`config.mk`:
```
export PLATFORM = sky130hd
export DESIGN_NAME = lp_selfref_seq
export DESIGN_NICKNAME = d
export VERILOG_FILES = /design/src/rtl/lp_seq_pkg.sv /design/src/rtl/lp_rst_sync.sv /design/src/rtl/lp_seq_timer.sv /design/src/rtl/lp_seq_fsm.sv /design/src/rtl/lp_selfref_seq.sv
export SDC_FILE = /design/constraint.sdc
export NUM_CORES = 1
export LEC_CHECK = 0
export ABC_CLOCK_PERIOD_IN_PS = 800
export BUFFER_PORTS_ARGS = -buffer_cell sky130_fd_sc_hd__buf_4
export CAP_MARGIN = 20
export CORE_MARGIN = 10
export CORE_UTILIZATION = 51
export CTS_CLUSTER_DIAMETER = 40
export DETAILED_ROUTE_END_ITERATION = 8
export PLACE_DENSITY = 0.74
export SETUP_SLACK_MARGIN = 0.15
export SLEW_MARGIN = 20
export SYNTH_ARGS = -nofsm -noshare
export SYNTH_HDL_FRONTEND = slang
export SYNTH_SLANG_ARGS = --single-unit
```
`constraint.sdc`:
```
create_clock -name clk -period 0.8 [get_ports clk]
set_clock_uncertainty 0.1 [all_clocks]
set_input_delay 0.04 -clock clk [delete_from_list [all_inputs] [get_ports clk]]
set_output_delay 0.04 -clock clk [all_outputs]
set_load 0.02 [all_outputs]
```
`src/rtl/lp_seq_pkg.sv`:
```
package lp_seq_pkg;

  typedef enum logic [2:0] {
    ST_IDLE,
    ST_PRECHARGE,
    ST_WAIT_RP,
    ST_ENTER,
    ST_IN_SR,
    ST_EXIT_WAIT,
    ST_READY
  } lp_state_e;

  // {RAS_n, CAS_n, WE_n}
  typedef logic [2:0] ddr_cmd_t;

  localparam ddr_cmd_t CMD_NOP    = 3'b111;
  localparam ddr_cmd_t CMD_PREALL = 3'b010;
  localparam ddr_cmd_t CMD_AREF   = 3'b001;

  typedef struct packed {
    logic     cke;
    ddr_cmd_t cmd;
    logic     busy;
    logic     nonread_ok;
    logic     read_ok;
  } seq_out_t;

  // Round a picosecond figure up to whole clock cycles.
  function automatic int ps_to_cycles(input int span_ps, input int clk_ps);
    return (span_ps + clk_ps - 1) / clk_ps;
  endfunction

endpackage

```
`src/rtl/lp_rst_sync.sv`:
```
module lp_rst_sync #(
  parameter int STAGES = 2
) (
  input  logic clk,
  input  logic arst_n,
  output logic srst_n
);

  logic [STAGES-1:0] sync_q;

  generate
    if (STAGES == 1) begin : g_single
      always_ff @(posedge clk or negedge arst_n) begin
        if (!arst_n) sync_q <= '0;
        else         sync_q <= 1'b1;
      end
    end else begin : g_chain
      always_ff @(posedge clk or negedge arst_n) begin
        if (!arst_n) sync_q <= '0;
        else         sync_q <= {sync_q[STAGES-2:0], 1'b1};
      end
    end
  endgenerate

  assign srst_n = sync_q[STAGES-1];

endmodule

```
`src/rtl/lp_seq_timer.sv`:
```
module lp_seq_timer #(
  parameter int RP_CYC = 3,
  parameter int NR_CYC = 10,
  parameter int RD_CYC = 200
) (
  input  logic clk,
  input  logic rst_n,
  input  logic run,
  output logic rp_hit,
  output logic nr_hit,
  output logic rd_hit
);

  localparam int CMAX = (RD_CYC > RP_CYC) ? RD_CYC : RP_CYC;
  localparam int CW   = $clog2(CMAX + 1);
  localparam logic [CW-1:0] CNT_TOP = CW'(CMAX);

  logic [CW-1:0] cnt_q, cnt_d;
  logic          cnt_en;

  // Counts cycles while run is high; clears whenever run drops.
  always_comb begin
    if (!run)                cnt_d = '0;
    else if (cnt_q != CNT_TOP) cnt_d = cnt_q + 1'b1;
    else                     cnt_d = cnt_q;
  end

  assign cnt_en = run || (cnt_q != '0);

  always_ff @(posedge clk or negedge rst_n) begin
    if (!rst_n)      cnt_q <= '0;
    else if (cnt_en) cnt_q <= cnt_d;
  end

  assign rp_hit = run && (cnt_q == CW'(RP_CYC - 1));
  assign nr_hit = run && (cnt_q == CW'(NR_CYC - 1));
  assign rd_hit = run && (cnt_q == CW'(RD_CYC - 1));

  // the non-READ delay is always shorter than the READ delay
  a_r8_nr_before_rd: assert property (@(posedge clk) disable iff (!rst_n)
    nr_hit |-> !rd_hit);

  // a fresh count starts from zero the cycle after run rises
  a_r2_count_from_zero: assert property (@(posedge clk) disable iff (!rst_n)
    $rose(run) |-> (cnt_q == '0));

endmodule

```
`src/rtl/lp_seq_fsm.sv`:
```
module lp_seq_fsm
  import lp_seq_pkg::*;
(
  input  logic     clk,
  input  logic     rst_n,
  input  logic     enter_req,
  input  logic     exit_req,
  input  logic     clk_stable,
  input  logic     banks_open,
  input  logic     rp_hit,
  input  logic     nr_hit,
  input  logic     rd_hit,
  output logic     timer_run,
  output seq_out_t out_q
);

  function automatic seq_out_t decode(input lp_state_e s);
    seq_out_t o;
    o.cke        = 1'b1;
    o.cmd        = CMD_NOP;
    o.busy       = 1'b1;
    o.nonread_ok = 1'b0;
    o.read_ok    = 1'b0;
    case (s)
      ST_IDLE: begin
        o.busy       = 1'b0;
        o.nonread_ok = 1'b1;
        o.read_ok    = 1'b1;
      end
      ST_PRECHARGE: o.cmd = CMD_PREALL;
      ST_ENTER: begin
        o.cke = 1'b0;
        o.cmd = CMD_AREF;
      end
      ST_IN_SR:  o.cke        = 1'b0;
      ST_READY:  o.nonread_ok = 1'b1;
      default: ;
    endcase
    return o;
  endfunction

  lp_state_e state_q, state_d;
  logic      exit_pend_q;
  logic      exit_go, entry_phase, pend_set, pend_clr, pend_en;

  assign exit_go     = (exit_pend_q || exit_req) && clk_stable;
  assign entry_phase = (state_q inside {ST_PRECHARGE, ST_WAIT_RP, ST_ENTER, ST_IN_SR}) ||
                       ((state_q == ST_IDLE) && enter_req);
  assign pend_set    = exit_req && entry_phase;
  assign pend_clr    = (state_q == ST_IN_SR) && exit_go;
  assign pend_en     = pend_set || pend_clr;

  always_comb begin
    state_d = state_q;
    case (state_q)
      ST_IDLE:                  if (enter_req) state_d = banks_open ? ST_PRECHARGE : ST_ENTER;
      ST_PRECHARGE, ST_WAIT_RP: state_d = rp_hit ? ST_ENTER : ST_WAIT_RP;
      ST_ENTER:                 state_d = ST_IN_SR;
      ST_IN_SR:                 if (exit_go) state_d = ST_EXIT_WAIT;
      ST_EXIT_WAIT:             if (nr_hit) state_d = ST_READY;
      ST_READY:                 if (rd_hit) state_d = ST_IDLE;
      default:                  state_d = ST_IDLE;
    endcase
  end

  assign timer_run = state_q inside {ST_PRECHARGE, ST_WAIT_RP, ST_EXIT_WAIT, ST_READY};

  always_ff @(posedge clk or negedge rst_n) begin
    if (!rst_n) state_q <= ST_IDLE;
    else        state_q <= state_d;
  end

  always_ff @(posedge clk or negedge rst_n) begin
    if (!rst_n)       exit_pend_q <= 1'b0;
    else if (pend_en) exit_pend_q <= !pend_clr;
  end

  // Outputs launched from flops, decoded from the next state.
  always_ff @(posedge clk or negedge rst_n) begin
    if (!rst_n) out_q <= decode(ST_IDLE);
    else        out_q <= decode(state_d);
  end

  // auto refresh only on the cycle clock enable falls
  a_r3_aref_drops_cke: assert property (@(posedge clk) disable iff (!rst_n)
    (out_q.cmd == CMD_AREF) |-> (!out_q.cke && $past(out_q.cke)));

  // after clock enable falls the bus idles
  a_r4_nop_after_fall: assert property (@(posedge clk) disable iff (!rst_n)
    $fell(out_q.cke) |=> (out_q.cmd == CMD_NOP));

  // clock enable rises only with a stable clock
  a_r5_rise_needs_stable: assert property (@(posedge clk) disable iff (!rst_n)
    $rose(out_q.cke) |-> $past(clk_stable));

  // precharge all is a single-cycle command
  a_r2_pre_single: assert property (@(posedge clk) disable iff (!rst_n)
    (out_q.cmd == CMD_PREALL) |=> (out_q.cmd != CMD_PREALL));

  // non-READ release never trails READ release
  a_r7_order: assert property (@(posedge clk) disable iff (!rst_n)
    out_q.read_ok |-> out_q.nonread_ok);

  // READ is never granted while the sequencer owns the bus
  a_r9_busy_blocks_read: assert property (@(posedge clk) disable iff (!rst_n)
    out_q.busy |-> !out_q.read_ok);

  // while busy, a new entry request leaves the bus ownership unchanged
  a_r10_enter_ignored: assert property (@(posedge clk) disable iff (!rst_n)
    (out_q.busy && out_q.nonread_ok && !rd_hit) |=> out_q.busy);

endmodule

```
`src/rtl/lp_selfref_seq.sv`:
```
module lp_selfref_seq
  import lp_seq_pkg::*;
#(
  parameter int CLK_PS      = 7500,
  parameter int TRP_PS      = 20000,
  parameter int TXSNR_PS    = 75000,
  parameter int TXSRD_CYC   = 200,
  parameter int SYNC_STAGES = 2
) (
  input  logic       clk,
  input  logic       rst_n,
  input  logic       enter_req,
  input  logic       exit_req,
  input  logic       clk_stable,
  input  logic       banks_open,
  output logic       cke,
  output logic [2:0] cmd,
  output logic       busy,
  output logic       nonread_ok,
  output logic       read_ok
);

  localparam int RP_CYC = (ps_to_cycles(TRP_PS, CLK_PS) < 1) ? 1 : ps_to_cycles(TRP_PS, CLK_PS);
  localparam int NR_CYC = (ps_to_cycles(TXSNR_PS, CLK_PS) < 1) ? 1 : ps_to_cycles(TXSNR_PS, CLK_PS);
  localparam int WW     = $clog2(TXSRD_CYC + 2);
  localparam logic [WW-1:0] WTOP = WW'(TXSRD_CYC + 1);

  logic     srst_n;
  logic     timer_run, rp_hit, nr_hit, rd_hit;
  seq_out_t seq_out;

  lp_rst_sync #(.STAGES(SYNC_STAGES)) u_rst_sync (
    .clk    (clk),
    .arst_n (rst_n),
    .srst_n (srst_n)
  );

  lp_seq_timer #(
    .RP_CYC (RP_CYC),
    .NR_CYC (NR_CYC),
    .RD_CYC (TXSRD_CYC)
  ) u_timer (
    .clk    (clk),
    .rst_n  (srst_n),
    .run    (timer_run),
    .rp_hit (rp_hit),
    .nr_hit (nr_hit),
    .rd_hit (rd_hit)
  );

  lp_seq_fsm u_fsm (
    .clk        (clk),
    .rst_n      (srst_n),
    .enter_req  (enter_req),
    .exit_req   (exit_req),
    .clk_stable (clk_stable),
    .banks_open (banks_open),
    .rp_hit     (rp_hit),
    .nr_hit     (nr_hit),
    .rd_hit     (rd_hit),
    .timer_run  (timer_run),
    .out_q      (seq_out)
  );

  assign cke        = seq_out.cke;
  assign cmd        = seq_out.cmd;
  assign busy       = seq_out.busy;
  assign nonread_ok = seq_out.nonread_ok;
  assign read_ok    = seq_out.read_ok;

  // Checker: cycles elapsed since clock enable last rose.
  logic          cke_d1;
  logic [WW-1:0] since_rise;

  always_ff @(posedge clk or negedge srst_n) begin
    if (!srst_n) begin
      cke_d1     <= 1'b1;
      since_rise <= WTOP;
    end else begin
      cke_d1 <= cke;
      if (cke && !cke_d1)        since_rise <= WW'(1);
      else if (since_rise != WTOP) since_rise <= since_rise + 1'b1;
    end
  end

  // non-READ release lands exactly NR cycles after clock enable rises
  a_r7_nr_delay: assert property (@(posedge clk) disable iff (!srst_n)
    $rose(nonread_ok) |-> (since_rise == WW'(NR_CYC)));

  // READ release lands exactly TXSRD_CYC cycles after clock enable rises
  a_r8_rd_delay: assert property (@(posedge clk) disable iff (!srst_n)
    $rose(read_ok) |-> (since_rise == WW'(TXSRD_CYC)));

  // bus ownership ends together with READ release
  a_r8_busy_with_read: assert property (@(posedge clk) disable iff (!srst_n)
    $fell(busy) |-> $rose(read_ok));

endmodule

```
Word level (Yosys, flattened, before mapping). Index checks and enable logic that the tools add are counted.

RAM bits: 0. Latch bits: 0. Input bits: 6. Register bits: 21. Memories: 0. Bits in read-only memories: 0.

$lt $le $gt $ge: 0. Divide/modulo/power cells: 0. Add/subtract/negate cells: 1. Bitwise gates (word level): 0. $mul: 0. Multiplexer cells: 14. Shift operators: 0. Equality and inequality tests: 15. Reduce and logical (&&, ||, !) cells: 21.

Operators with widths (number): one-hot mux 3 bit (6 select lines) (1); two-way mux 8 bit (2); equality test 3 bit, second input constant (5); two-way mux 3 bit (4); equality test 3 x 2 -> 1 bit, second input constant (3); adder 8 x 1 -> 8 bit, second input constant (1); equality test 8 x 2 -> 1 bit, second input constant (1); equality test 8 x 4 -> 1 bit, second input constant (1); equality test 8 bit, second input constant (1); != test 8 bit, second input constant (1); nonzero test 4 bit (2); nonzero test 8 bit (1); logical AND 1 bit (7); equality test 3 x 1 -> 1 bit, second input constant (2); logical NOT 3 bit (2); one-hot mux 3 bit (2 select lines) (1); OR reduction 2 bit (3); two-way mux 1 bit (5); logical OR 1 bit (4); two-way mux 2 bit (1); != test 2 bit, second input constant (1); AND reduction 2 bit (1); logical NOT 1 bit (1).

Depth between registers and ports, before layout.
Depth after elaboration: 8. Depth in mapped cells: 6. Depth with buffers taken out: 6.

Cells and area by module. Synthesis repeated with hierarchy kept, for this count alone.

Cell total of the unflattened synthesis: 107. Area total of the unflattened synthesis: 1139.8 sq um.

Modules (own cells, without submodules): lp_seq_fsm (cells each 48, times used 1, seq. area each 282.8 sq um, area each 555.5 sq um); lp_seq_timer (cells each 56, times used 1, seq. area each 200.2 sq um, area each 530.5 sq um); lp_rst_sync (cells each 3, times used 1, seq. area each 50.0 sq um, area each 53.8 sq um).

Least setup slack after synthesis. No wires, ideal clock.

Path kind: reg-to-reg. Start: reg u_timer.cnt_q[4]. End: reg u_timer.cnt_q[7]. Period minus slack after synthesis: 1.533 ns. Cell stages (with the launch flop): 5. Data arrival time: 1.308 ns. Path slack: -0.733 ns. Path through: dfrtp_1 and4bb_4 a31o_1 a31oi_1 a221o_1.

Cells in the longest elaborated chain, start to end: 3. Elaborated cells between the ends (all ways): 8.

RTL lines: start, declared (RTL line lp_seq_timer.sv:18) `logic [CW-1:0] cnt_q, cnt_d;`; start signal, assigned (RTL line lp_seq_timer.sv:32) `else if (cnt_en) cnt_q <= cnt_d;`; adder 8 x 1 -> 8 bit (tied with other cells) (RTL line lp_seq_timer.sv:24) `else if (cnt_q != CNT_TOP) cnt_d = cnt_q + 1'b1;`; two-way mux 8 bit (tied with other cells) (RTL line lp_seq_timer.sv:24); two-way mux 8 bit or AND reduction 2 bit (tied branches).

Several ways; a longest one is shown, not always the timed one. The select of a mux whose other input is x is not followed. A chain may end at the register's enable or synchronous reset.

Worst setup path in the final report.
Start: reg u_timer.cnt_q[7]. End: reg u_fsm.state_q[0].

Cells in the longest elaborated chain, start to end: 4. Elaborated cells between the ends (all ways): 10.

RTL lines: equality test 8 bit (tied with other cells) (RTL line lp_seq_timer.sv:37) `assign rd_hit = run && (cnt_q == CW'(RD_CYC - 1));`; logical AND 1 bit (on tied branches) (RTL line lp_seq_timer.sv:37, lp_seq_timer.sv:35, lp_seq_timer.sv:36); two-way mux 3 bit (tied with other cells) (RTL line lp_seq_fsm.sv:61) `ST_READY: if (rd_hit) state_d = ST_IDLE;`; one-hot mux 3 bit (6 select lines) * (RTL line lp_seq_fsm.sv:55) `case (state_q)`; net u_fsm.state_d[0] (RTL line lp_seq_fsm.sv:42) `lp_state_e state_q, state_d;`; end signal, assigned (RTL line lp_seq_fsm.sv:70) `else state_q <= state_d;`; end, declared (RTL line lp_seq_fsm.sv:42).

Mark *: on every way through the listed nets, which the timed path passes. The rest lies on a longest branch.

==> run summary <==
status: finished, violations left
failing checks: hold timing, setup timing
Die W: 68.2 um
worst slack, placed: -0.831 ns
Clk pin slew, worst setup/hold paths: 0.13 ns
Largest delay share family, worst path: compound AO/OA/AOI/OAI gates
Max Clk Rate: 587 MHz
max incr delay on CP: 0.48 ns
Die Span Y: 68.2 um
CTS Sinks: 21
Worst Setup End Kind: flop
GRT Residual Overflow: 0
RSZ-0062 raised after global routing: yes
Longest Clk Path Bufs: 2
Yosys reg bits: 21
hold slack: -0.0837 ns
drt drc: 0
syn avg cell area: 10.1 um^2
total global-route track usage: 17.3%
# diodes: 0
CP cell instances: nor4_4, a41oi_4, o221ai_2, a21boi_2
Arr. time, crit path: 1.86 ns
worst vdd ir: 925 uV
Int Power: 1.29 mW
P&R area growth vs syn: 58.9%
wirelength, routed: 4.11 mm
Post-synth top flop: dfrtp_1
WP data required: 0.96 ns
Synth top cells by count: dfrtp_1, nor2_1, a21oi_1, nand2_1
switching power: 0.407 mW
Final WS setup: -0.904 ns
PortBufs: 12
Leakage: 0.784 nW
sequential share of the synthesized area: 44.9%
Crit Path Max Fanout: 5
Critical Path Source Type: flop
GP Congestion: 0.855
Pre-antenna DRT Iters: 5
Yosys Warn Count: 0
largest net degree at the start of global routing: 16
Setup CP Type: reg -> reg
layout cells sized above 1: 60.8%
Routed WL per cell: 20.7 um
synthesized cell area: 1190 um^2
CP Buf/Inv Count: 0
Yosys top cell by area: dfrtp_1
Tot Pwr: 1.70 mW
P per Cell Area: 900 nW/um^2
Clk pwr share: 32.8%
EDFF count, synth: 0
vias in the first global route: 1277
ys async rst share: 100%
Tcrit/Tclk final: 213%
max-slew violation count: 0
Initial Util: 53.6%
Switching Fraction: 24.0%
routed vias/inst: 6.33
Synth Instances: 118
initial antenna violation count: 0
area share of the largest cell type after synthesis: 31.6%
FF-to-FF path depth: 4
Distinct cells, synth: 47
first-pass GRT wire length: 6.17 mm
CTS Buf Count: 3
Fin. Hold Viols: 6
Final HPWL DP: 2.29 mm
Layout Nets: 182
max-cap violations: 0
top post-synthesis cells by area: dfrtp_1, dfstp_2, ha_1
Vias: 1260
setup violators final: 26
Sequential Power Share: 63.4%
die area: 4650 um^2
Hold Crit Class: in -> async
Clock Root Buffer: clkbuf_4
Routed Antenna Nets: 0
fillers: 101
CORE AREA: 2210 um^2
IO Pins: 13
CTS Hold Bufs: 1
clk_lat worst skew: 0.32 ns
TritonCTS clock tree: done
top-count cell post-synth: dfrtp_1
CTS H-tree lvls: 1
drt first-iter violations: 132
slowest cell on the critical path: dfrtp_2
post-layout min period: 1.70 ns
power share of the combinational group: 3.9%
Mapped Nets: 128
row count: 17
WP depth: 4
-- power by group through the flow --
stage / logic (mW) / clock network (mW) / registers, mW
global route: 0.0700 / 0.583 / 1.08
global placement: 0.0556 / 0 / 1.09
detailed placement: 0.0568 / 0 / 1.09
floorplan: 0.00905 / 0 / 1.10
finish: 0.0657 / 0.556 / 1.07
CTS: 0.0608 / 0.550 / 1.08
-- worst paths after layout --
check	start	to	slack, ns
worst min-delay path	rst_n	u_rst_sync.sync_q[1]	-0.08
max in group asynchronous	u_rst_sync.sync_q[1]	u_fsm.out_q[0]	0.22
min in group clk	exit_req	u_fsm.exit_pend_q	0.04
worst max-delay path	u_timer.cnt_q[7]	u_fsm.state_q[0]	-0.90
worst min register to register	u_rst_sync.sync_q[1]	u_timer.cnt_q[4]	-0.02
worst max register to register	u_timer.cnt_q[7]	u_fsm.state_q[0]	-0.90
-- worst register-to-register path: stages (launching register included) --
cell and delay (ns):
dfrtp_2 0.48, nor4_4 0.37, a41oi_4 0.25, o221ai_2 0.26, a21boi_2 0.19
-- logic make-up after synthesis --
kind of cell,after synthesis,synth area share (%)
compound gates,31,19.5
xor+xnor,4,3.59
fa+ha+maj,4,4.22
buf+inv,9,3.27
flops,21,44.9
mux,1,0.844
other cells,1,0.316
simple gates,47,23.3
-- through the flow --
stage	util [%]	instances	setup TNS [ns]	cell area, um^2
3_5_place_dp	71.0	185	-13.79	1570
2_1_floorplan	-	118	-11.08	1220
3_3_place_gp	71.0	185	-13.09	1570
6_report	85.2	199	-17.27	1880
4_1_cts	80.1	196	-16.26	1770
5_1_grt	85.2	199	-18.30	1880
-- area by class of cell --
cell class,instances,area [um^2],share of cell area (%)
clock buffers,3,22.5,1.20
well taps,28,35.0,1.86
clock inverters,1,5.00,0.266
inverters,3,11.3,0.598
multi-input cells,88,779,41.4
repair buffers,55,489,26.0
flip-flops and latches,21,542,28.8
-- routing by layer --
layer	GRT usage [%]	vias up	share of wire (%)
met2	29.8	84	50
met5	0	-	0
met3	3.92	23	8.5
met1	19.7	617	39
li1	-	536	-
met4	8.79	0	2.9
-- state kept, by name, indices dropped and copies added (netlist names) --
signal	flops
u_fsm.state_q	3
u_fsm.exit_pend_q	1
u_rst_sync.sync_q	2
u_fsm.out_q	7
u_timer.cnt_q	8
-- timing repair --
| item | CTS | global route |
|---|---|---|
| pin swaps | 14 | 6 |
| buffers inserted | 6 | 3 |
| gates resized for setup | 29 | 15 |
| setup endpoints to repair | 26 | 26 |
| hold endpoints to repair | 7 | 4 |
-- placed cells by master (no fill, tap or decap), drive strengths merged, types with 3 or more instances in the layout --
master / n
dfstp: 6
buf: 54
nor4: 3
nor2b: 3
a21oi: 9
nor3: 4
dfrtp: 15
nand2: 8
inv: 3
nor2: 9
ha: 4
clkbuf: 3
o21ai: 7
nand3: 6
a31oi: 4
(Power assumes the default switching activity.)
